[config.mk]
export PLATFORM = sky130hd
export DESIGN_NAME = flash_page_prog
export DESIGN_NICKNAME = d
export VERILOG_FILES = /design/src/rtl/fpp_pkg.sv /design/src/rtl/fpp_word_fifo.sv /design/src/rtl/fpp_spi_shift.sv /design/src/rtl/flash_page_prog.sv
export SDC_FILE = /design/constraint.sdc
export NUM_CORES = 1
export LEC_CHECK = 0
export BUFFER_PORTS_ARGS = -buffer_cell sky130_fd_sc_hd__buf_2
export CAP_MARGIN = 20
export CORE_ASPECT_RATIO = 1.1
export CORE_MARGIN = 4
export CORE_UTILIZATION = 61
export CTS_CLUSTER_DIAMETER = 150
export DETAILED_ROUTE_END_ITERATION = 16
export GPL_TIMING_DRIVEN = 0
export PLACE_DENSITY = 0.86
export SYNTH_ARGS = -nofsm -noshare
export SYNTH_HDL_FRONTEND = slang
export SYNTH_SLANG_ARGS = --single-unit
[constraint.sdc]
create_clock -name clk_i -period 6 [get_ports clk_i]
set_input_delay 0.9 -clock clk_i [delete_from_list [all_inputs] [get_ports clk_i]]
set_output_delay 0.9 -clock clk_i [all_outputs]
set_load 0.01 [all_outputs]
[src/rtl/fpp_pkg.sv]
package fpp_pkg;
  localparam logic [3:0] RA_CMD  = 4'd0;
  localparam logic [3:0] RA_CFG  = 4'd1;
  localparam logic [3:0] RA_OPC  = 4'd2;
  localparam logic [3:0] RA_AD0  = 4'd3;
  localparam logic [3:0] RA_AD1  = 4'd4;
  localparam logic [3:0] RA_AD2  = 4'd5;
  localparam logic [3:0] RA_AD3  = 4'd6;
  localparam logic [3:0] RA_WDAT = 4'd7;
  localparam logic [3:0] RA_PAGE = 4'd8;
  localparam logic [3:0] RA_STAT = 4'd9;

  localparam int CMD_GO_BIT     = 4;
  localparam int CFG_BUF_BIT    = 0;
  localparam int CFG_A4_BIT     = 2;
  localparam int CFG_NOPOLL_BIT = 5;
  localparam int CFG_NOWREN_BIT = 7;
  localparam int STAT_ERR_BIT   = 0;
  localparam int STAT_CNT_LSB   = 8;
endpackage

[src/rtl/fpp_word_fifo.sv]
module fpp_word_fifo #(
  parameter int WORD_W = 32,
  parameter int DEPTH  = 32,
  localparam int PTR_W = (DEPTH > 1) ? $clog2(DEPTH) : 1,
  localparam int CNT_W = $clog2(DEPTH + 1)
) (
  input  logic              clk_i,
  input  logic              rst_ni,
  input  logic              flush_i,
  input  logic              push_i,
  input  logic [WORD_W-1:0] wdata_i,
  input  logic              pop_i,
  output logic [WORD_W-1:0] head_o,
  output logic [CNT_W-1:0]  cnt_o
);
  logic [WORD_W-1:0] mem_q [DEPTH];
  logic [PTR_W-1:0]  wp_q, rp_q;
  logic [CNT_W-1:0]  cnt_q;
  logic              do_push, do_pop;

  assign do_push = push_i && (cnt_q != CNT_W'(DEPTH)) && !flush_i;
  assign do_pop  = pop_i && (cnt_q != '0) && !flush_i;

  function automatic logic [PTR_W-1:0] nxt(input logic [PTR_W-1:0] p);
    return (p == PTR_W'(DEPTH - 1)) ? '0 : p + 1'b1;
  endfunction

  always_ff @(posedge clk_i or negedge rst_ni) begin
    if (!rst_ni) begin
      wp_q  <= '0;
      rp_q  <= '0;
      cnt_q <= '0;
    end else if (flush_i) begin
      wp_q  <= '0;
      rp_q  <= '0;
      cnt_q <= '0;
    end else begin
      if (do_push) wp_q <= nxt(wp_q);
      if (do_pop)  rp_q <= nxt(rp_q);
      case ({do_push, do_pop})
        2'b10:   cnt_q <= cnt_q + 1'b1;
        2'b01:   cnt_q <= cnt_q - 1'b1;
        default: cnt_q <= cnt_q;
      endcase
    end
  end

  always_ff @(posedge clk_i) begin
    if (do_push) mem_q[wp_q] <= wdata_i;
  end

  assign head_o = mem_q[rp_q];
  assign cnt_o  = cnt_q;
endmodule

[src/rtl/fpp_spi_shift.sv]
module fpp_spi_shift #(
  parameter int BYTE_W = 8,
  localparam int BIT_W = $clog2(BYTE_W)
) (
  input  logic              clk_i,
  input  logic              rst_ni,
  input  logic              start_i,
  input  logic              more_i,
  input  logic [BYTE_W-1:0] byte_i,
  output logic              take_o,
  output logic              done_o,
  output logic              sck_o,
  output logic              cs_no,
  output logic              mosi_o
);
  logic              active_q, phase_q;
  logic [BIT_W-1:0]  bit_q;
  logic [BYTE_W-1:0] sh_q;
  logic              last_bit;

  assign last_bit = active_q && phase_q && (bit_q == BIT_W'(BYTE_W - 1));
  assign take_o   = start_i || (last_bit && more_i);
  assign done_o   = last_bit && !more_i;

  always_ff @(posedge clk_i or negedge rst_ni) begin
    if (!rst_ni) begin
      active_q <= 1'b0;
      phase_q  <= 1'b0;
      bit_q    <= '0;
      sh_q     <= '0;
    end else if (start_i) begin
      active_q <= 1'b1;
      phase_q  <= 1'b0;
      bit_q    <= '0;
      sh_q     <= byte_i;
    end else if (active_q) begin
      phase_q <= !phase_q;
      if (phase_q) begin
        if (last_bit) begin
          if (more_i) begin
            sh_q  <= byte_i;
            bit_q <= '0;
          end else begin
            active_q <= 1'b0;
          end
        end else begin
          bit_q <= bit_q + 1'b1;
          sh_q  <= {sh_q[BYTE_W-2:0], 1'b0};
        end
      end
    end
  end

  assign cs_no  = !active_q;
  assign sck_o  = active_q && phase_q;
  assign mosi_o = active_q && sh_q[BYTE_W-1];
endmodule

[src/rtl/flash_page_prog.sv]
module flash_page_prog
  import fpp_pkg::*;
#(
  parameter int PAGE_BYTES = 128,
  parameter int WORD_W     = 32
) (
  input  logic        clk_i,
  input  logic        rst_ni,
  input  logic        reg_we_i,
  input  logic [3:0]  reg_addr_i,
  input  logic [31:0] reg_wdata_i,
  output logic [31:0] reg_rdata_o,
  output logic        spi_sck_o,
  output logic        spi_cs_no,
  output logic        spi_mosi_o
);
  localparam int LANES      = WORD_W / 8;
  localparam int LANE_W     = (LANES > 1) ? $clog2(LANES) : 1;
  localparam int FIFO_DEPTH = PAGE_BYTES / LANES;
  localparam int CNT_W      = $clog2(FIFO_DEPTH + 1);
  localparam int IDX_W      = $clog2(PAGE_BYTES + 6);
  localparam int ADR_BYTES  = 4;

  logic [7:0]              opc_q, wdat_q;
  logic [ADR_BYTES-1:0][7:0] adr_q;
  logic buf_req_q, buf_en_q, a4_q, nopoll_q, nowren_q;
  logic err_q, busy_q, x_buf_q, x_a4_q;
  logic [IDX_W-1:0] idx_q;

  logic              go_req, start, fail, fifo_full, push, pop;
  logic [WORD_W-1:0] fifo_head;
  logic [CNT_W-1:0]  fifo_cnt;
  logic              take, done, more, in_addr;
  logic [IDX_W-1:0]  alen, n_bytes;
  logic [LANE_W-1:0] lane;
  logic [1:0]        apos;
  logic [7:0]        tx_byte;

  assign fifo_full = (fifo_cnt == CNT_W'(FIFO_DEPTH));
  assign go_req    = reg_we_i && (reg_addr_i == RA_CMD) && reg_wdata_i[CMD_GO_BIT] && !busy_q;
  assign start     = go_req && (!buf_en_q || fifo_full);
  assign fail      = go_req && buf_en_q && !fifo_full;
  assign push      = reg_we_i && (reg_addr_i == RA_PAGE);

  // register writes
  always_ff @(posedge clk_i or negedge rst_ni) begin
    if (!rst_ni) begin
      opc_q     <= '0;
      wdat_q    <= '0;
      adr_q     <= '0;
      buf_req_q <= 1'b0;
      a4_q      <= 1'b0;
      nopoll_q  <= 1'b0;
      nowren_q  <= 1'b0;
    end else if (reg_we_i) begin
      case (reg_addr_i)
        RA_CFG: begin
          buf_req_q <= reg_wdata_i[CFG_BUF_BIT];
          a4_q      <= reg_wdata_i[CFG_A4_BIT];
          nopoll_q  <= reg_wdata_i[CFG_NOPOLL_BIT];
          nowren_q  <= reg_wdata_i[CFG_NOWREN_BIT];
        end
        RA_OPC:  opc_q    <= reg_wdata_i[7:0];
        RA_AD0:  adr_q[0] <= reg_wdata_i[7:0];
        RA_AD1:  adr_q[1] <= reg_wdata_i[7:0];
        RA_AD2:  adr_q[2] <= reg_wdata_i[7:0];
        RA_AD3:  adr_q[3] <= reg_wdata_i[7:0];
        RA_WDAT: wdat_q   <= reg_wdata_i[7:0];
        default: ;
      endcase
    end
  end

  // control state
  always_ff @(posedge clk_i or negedge rst_ni) begin
    if (!rst_ni) begin
      buf_en_q <= 1'b0;
      err_q    <= 1'b0;
      busy_q   <= 1'b0;
      x_buf_q  <= 1'b0;
      x_a4_q   <= 1'b0;
      idx_q    <= '0;
    end else begin
      if (!busy_q) buf_en_q <= buf_req_q;  // mode change only between transfers
      if (fail) err_q <= 1'b1;
      else if (reg_we_i && (reg_addr_i == RA_STAT) && reg_wdata_i[STAT_ERR_BIT]) err_q <= 1'b0;
      if (start) begin
        busy_q  <= 1'b1;
        x_buf_q <= buf_en_q;
        x_a4_q  <= a4_q;
        idx_q   <= IDX_W'(1);
      end else begin
        if (done) busy_q <= 1'b0;
        if (take) idx_q <= idx_q + 1'b1;
      end
    end
  end

  // byte sequencing: opcode, address MSB first, data
  assign alen    = x_a4_q ? IDX_W'(4) : IDX_W'(3);
  assign n_bytes = IDX_W'(1) + alen + (x_buf_q ? IDX_W'(PAGE_BYTES) : IDX_W'(1));
  assign more    = (idx_q != n_bytes);
  assign in_addr = (idx_q != '0) && (idx_q <= alen);
  assign apos    = 2'(alen - idx_q);
  assign lane    = LANE_W'(idx_q - alen - IDX_W'(1));

  always_comb begin
    if (start)        tx_byte = opc_q;
    else if (in_addr) tx_byte = adr_q[apos];
    else if (x_buf_q) tx_byte = fifo_head[8*lane +: 8];
    else              tx_byte = wdat_q;
  end

  assign pop = take && !start && !in_addr && x_buf_q && (lane == LANE_W'(LANES - 1));

  fpp_word_fifo #(.WORD_W(WORD_W), .DEPTH(FIFO_DEPTH)) i_fifo (
    .clk_i   (clk_i),
    .rst_ni  (rst_ni),
    .flush_i (fail),
    .push_i  (push),
    .wdata_i (reg_wdata_i[WORD_W-1:0]),
    .pop_i   (pop),
    .head_o  (fifo_head),
    .cnt_o   (fifo_cnt)
  );

  fpp_spi_shift #(.BYTE_W(8)) i_shift (
    .clk_i   (clk_i),
    .rst_ni  (rst_ni),
    .start_i (start),
    .more_i  (more),
    .byte_i  (tx_byte),
    .take_o  (take),
    .done_o  (done),
    .sck_o   (spi_sck_o),
    .cs_no   (spi_cs_no),
    .mosi_o  (spi_mosi_o)
  );

  always_comb begin
    reg_rdata_o = '0;
    case (reg_addr_i)
      RA_CMD: reg_rdata_o[CMD_GO_BIT] = busy_q;
      RA_CFG: begin
        reg_rdata_o[CFG_BUF_BIT]    = buf_en_q;
        reg_rdata_o[CFG_A4_BIT]     = a4_q;
        reg_rdata_o[CFG_NOPOLL_BIT] = nopoll_q;
        reg_rdata_o[CFG_NOWREN_BIT] = nowren_q;
      end
      RA_OPC:  reg_rdata_o[7:0] = opc_q;
      RA_AD0:  reg_rdata_o[7:0] = adr_q[0];
      RA_AD1:  reg_rdata_o[7:0] = adr_q[1];
      RA_AD2:  reg_rdata_o[7:0] = adr_q[2];
      RA_AD3:  reg_rdata_o[7:0] = adr_q[3];
      RA_WDAT: reg_rdata_o[7:0] = wdat_q;
      RA_STAT: begin
        reg_rdata_o[STAT_ERR_BIT] = err_q;
        reg_rdata_o[STAT_CNT_LSB +: CNT_W] = fifo_cnt;
      end
      default: ;
    endcase
  end
endmodule

==> reports/qor.csv <==
metric,value,unit
WL per Instance,38.6,um
CTS tree,done,
Reg2Reg Setup Slack,570,ps
"slowest stage delay, CP",690,ps
Finish-stage setup viols,0,
P&R area growth vs syn,14.2,%
RePlAce Congestion,0.895,
status,"complete, no violations",
Hold WS,195,ps
Tightest Pin Transition,1310,ps
latest clock arrival within the worst-skew pair,700,ps
routed wire length,139000,um
Finished Cell Area,51500,um^2
drt first pass iters,8,
vias per cell,7.56,
# DRC,0,
post-synthesis sequential area ratio,0.734,
die area,78400,um^2
via count,27200,
Max-slew headroom,0.125,
Filler Cell Count,4073,
"most common cell after layout, fill and taps aside",edfxtp_1,
"Reg clk slew, reported paths",60,ps
share of layout cells above drive strength 1,0.255,
max cap viols,0,
Slew Limit Fails,0,
number of synthesized flops with an enable pin,1024,
"Max stage delay cell, worst path",nor3_1,
multi-input logic area,11400,um^2
Core Area,73300,um^2
Critical Path Sink Type,register,
initial antenna violation count,8,
Tcrit/Tclk final,0.905,
NumNets Final,2614,
Hold Path Class,in -> async,
"Req. time, crit path",6540,ps
fmax,184,MHz
Sink Count,1118,
Tot Pwr,17.6,mW
clk buf depth,3,
GRT overflow,0,
vias in the first global route,27300,
worst-path maximum fanout,10,
Die Span X,267,um
fin util,0.703,
area post-placement,47900,um^2
root buffer cell,clkbuf_16,
Yosys reg bits,1118,
Initial Util,0.616,
number of DRC markers in iteration 0,5281,
Post-DP HPWL,82200,um
H-tree Lvls,3,
Buf/Inv on CP,3,
WS Path Type,reg -> reg,
register area,33100,um^2
Tmin final,5430,ps
ys async rst share,0.0841,
Syn Area/Cell,19.4,um^2
setup_tns,0,ps
Mapped Cells,2326,
I/O pin cnt,74,
# rows,104,
crit path cell chain,inv_1 > ha_1 > clkbuf_1 > clkbuf_2 > nand2_1 > a31oi_1 > o211a_4 > nand2_1 > nor3_1 > ha_1 > a21o_1 > a21oi_1 > o21bai_1 > a21oi_1 > and4_4 > o21ai_0 > nor3b_2,
"Hold Violations, Final",0,
Synthesis Warnings,0,
maximum vdd drop,0.000542,V
Worst Skew,31.9,ps
"delay-heaviest family, CP",simple AND/OR/NAND/NOR gates,
first-pass GRT wire length,195000,um
CP arrival,5960,ps
"commonest non-fill, non-tap cells in the layout","1,024 x edfxtp_1, 232 x mux4_2, 117 x mux2i_1",
PwrDens,342,nW/um^2
port bufs,52,
CTS Buf Count,107,
RSZ-0062 raised after global routing,false,
GRT Total Usage,0.354,
library cells used by synthesis,76,
"Cell Area, Synth",45100,um^2
number of antenna-violating nets in the routed design,0,
Main synth FF type,edfxtp_1,
Lkg Pwr,16.5,nW
Startpoint Class,register,
die height,293,um
setup bufs post-CTS,0,
largest net degree at the start of global routing,59,
-- worst register-to-register path, cell delays in order, from the launching register on --
cell and delay (ps):
dfrtp_1 510, inv_1 120, ha_1 290, clkbuf_1 360, clkbuf_2 480, nand2_1 390
a31oi_1 380, o211a_4 280, nand2_1 200, nor3_1 690, ha_1 360, a21o_1 170
a21oi_1 240, o21bai_1 90, a21oi_1 240, and4_4 250, o21ai_0 80, nor3b_2 150
-- repair_timing --
| action | CTS | global route |
|---|---|---|
| hold buffers | 0 | 0 |
| setup endpoints to repair | 0 | 1 |
| gates resized for setup | 0 | 3 |
-- sequential cells by signal, indices dropped and copies added (netlist names), 3 cells and up --
signal,count
i_fifo.mem_q,1024
adr_q,32
i_shift.sh_q,8
idx_q,8
opc_q,8
wdat_q,8
i_fifo.cnt_o,6
i_fifo.rp_q,5
i_fifo.wp_q,5
i_shift.bit_q,3
-- cells in the mapped netlist, drive strengths merged (12+ instances only) --
cell type / count / share of area
dfrtp: 94 / 0.052
o21ai: 49 / 0.0054
mux2: 60 / 0.015
edfxtp: 1024 / 0.68
inv: 17 / 0.0014
a211oi: 13 / 0.0023
ha: 22 / 0.0061
o22ai: 31 / 0.0043
nor2: 86 / 0.0072
nor2b: 12 / 0.0017
a22oi: 13 / 0.0022
buf: 83 / 0.014
mux2i: 117 / 0.026
o221ai: 38 / 0.0074
a211o: 12 / 0.0023
nand3: 35 / 0.0039
a21oi: 58 / 0.0065
a31oi: 12 / 0.0017
nand2: 64 / 0.0053
mux4: 232 / 0.12
clkbuf: 58 / 0.0048
nor3: 40 / 0.0044
-- metrics by stage --
stage               setup WS, ps  cells
global placement            -729   3349
floorplan                   1720   2343
global route                 322   3598
detailed placement           342   3392
CTS                          257   3591
finish                       571   3599
-- kinds of logic (layout without fill, tap and decap cells) --
group	after synthesis	after routing	share of synthesized area
AO/OA/AOI/OAI	312	312	0.0490
buffers and inverters	160	459	0.0203
multiplexers	409	409	0.157
flip-flops	1118	1118	0.734
XOR/XNOR	17	17	0.00330
other	1	21	0.0000831
AND/OR/NAND/NOR	286	286	0.0301
adder cells (fa/ha/maj)	23	23	0.00655
-- metal layers --
layer | GRT usage | vias to the layer above | routed length (um)
li1 | - | 10100 | -
met1 | 0.439 | 13400 | 42200
met2 | 0.546 | 2925 | 64800
met3 | 0.116 | 815 | 20300
met4 | 0.224 | 8 | 11700
met5 | 0 | - | 49
-- power by group --
part	internal [mW]	switching (mW)	total, mW
registers	8.68	0.183	8.86
logic	0.563	1.17	1.73
clock network	4.00	3.05	7.05
-- final cells by class --
class                   instances  area share
plain buffers                 141      0.0164
clock inverters                73      0.0156
repair buffers                100      0.0256
inverters                      19     0.00138
well taps                     954      0.0232
flip-flops and latches       1118       0.643
multi-input cells            1065       0.221
diodes                          3    0.000146
clock buffers                 126      0.0538
-- worst paths after layout --
path,startpoint,end,cells after the start
setup / recovery,idx_q[0]$_DFFE_PN0P_,i_fifo.cnt_o[5]$_DFFE_PN0P_,17
hold / removal,rst_ni,i_fifo.cnt_o[2]$_DFFE_PN0P_,1
setup reg to reg,idx_q[0]$_DFFE_PN0P_,i_fifo.cnt_o[5]$_DFFE_PN0P_,17
hold reg to reg,i_shift.bit_q[1]$_DFFE_PN0P_,i_shift.bit_q[1]$_DFFE_PN0P_,2
max in group asynchronous,rst_ni,adr_q[5]$_DFFE_PN0P_,2
min in group clk_i,i_shift.bit_q[1]$_DFFE_PN0P_,i_shift.bit_q[1]$_DFFE_PN0P_,2
No activity file was read; power rests on OpenSTA's default activity.
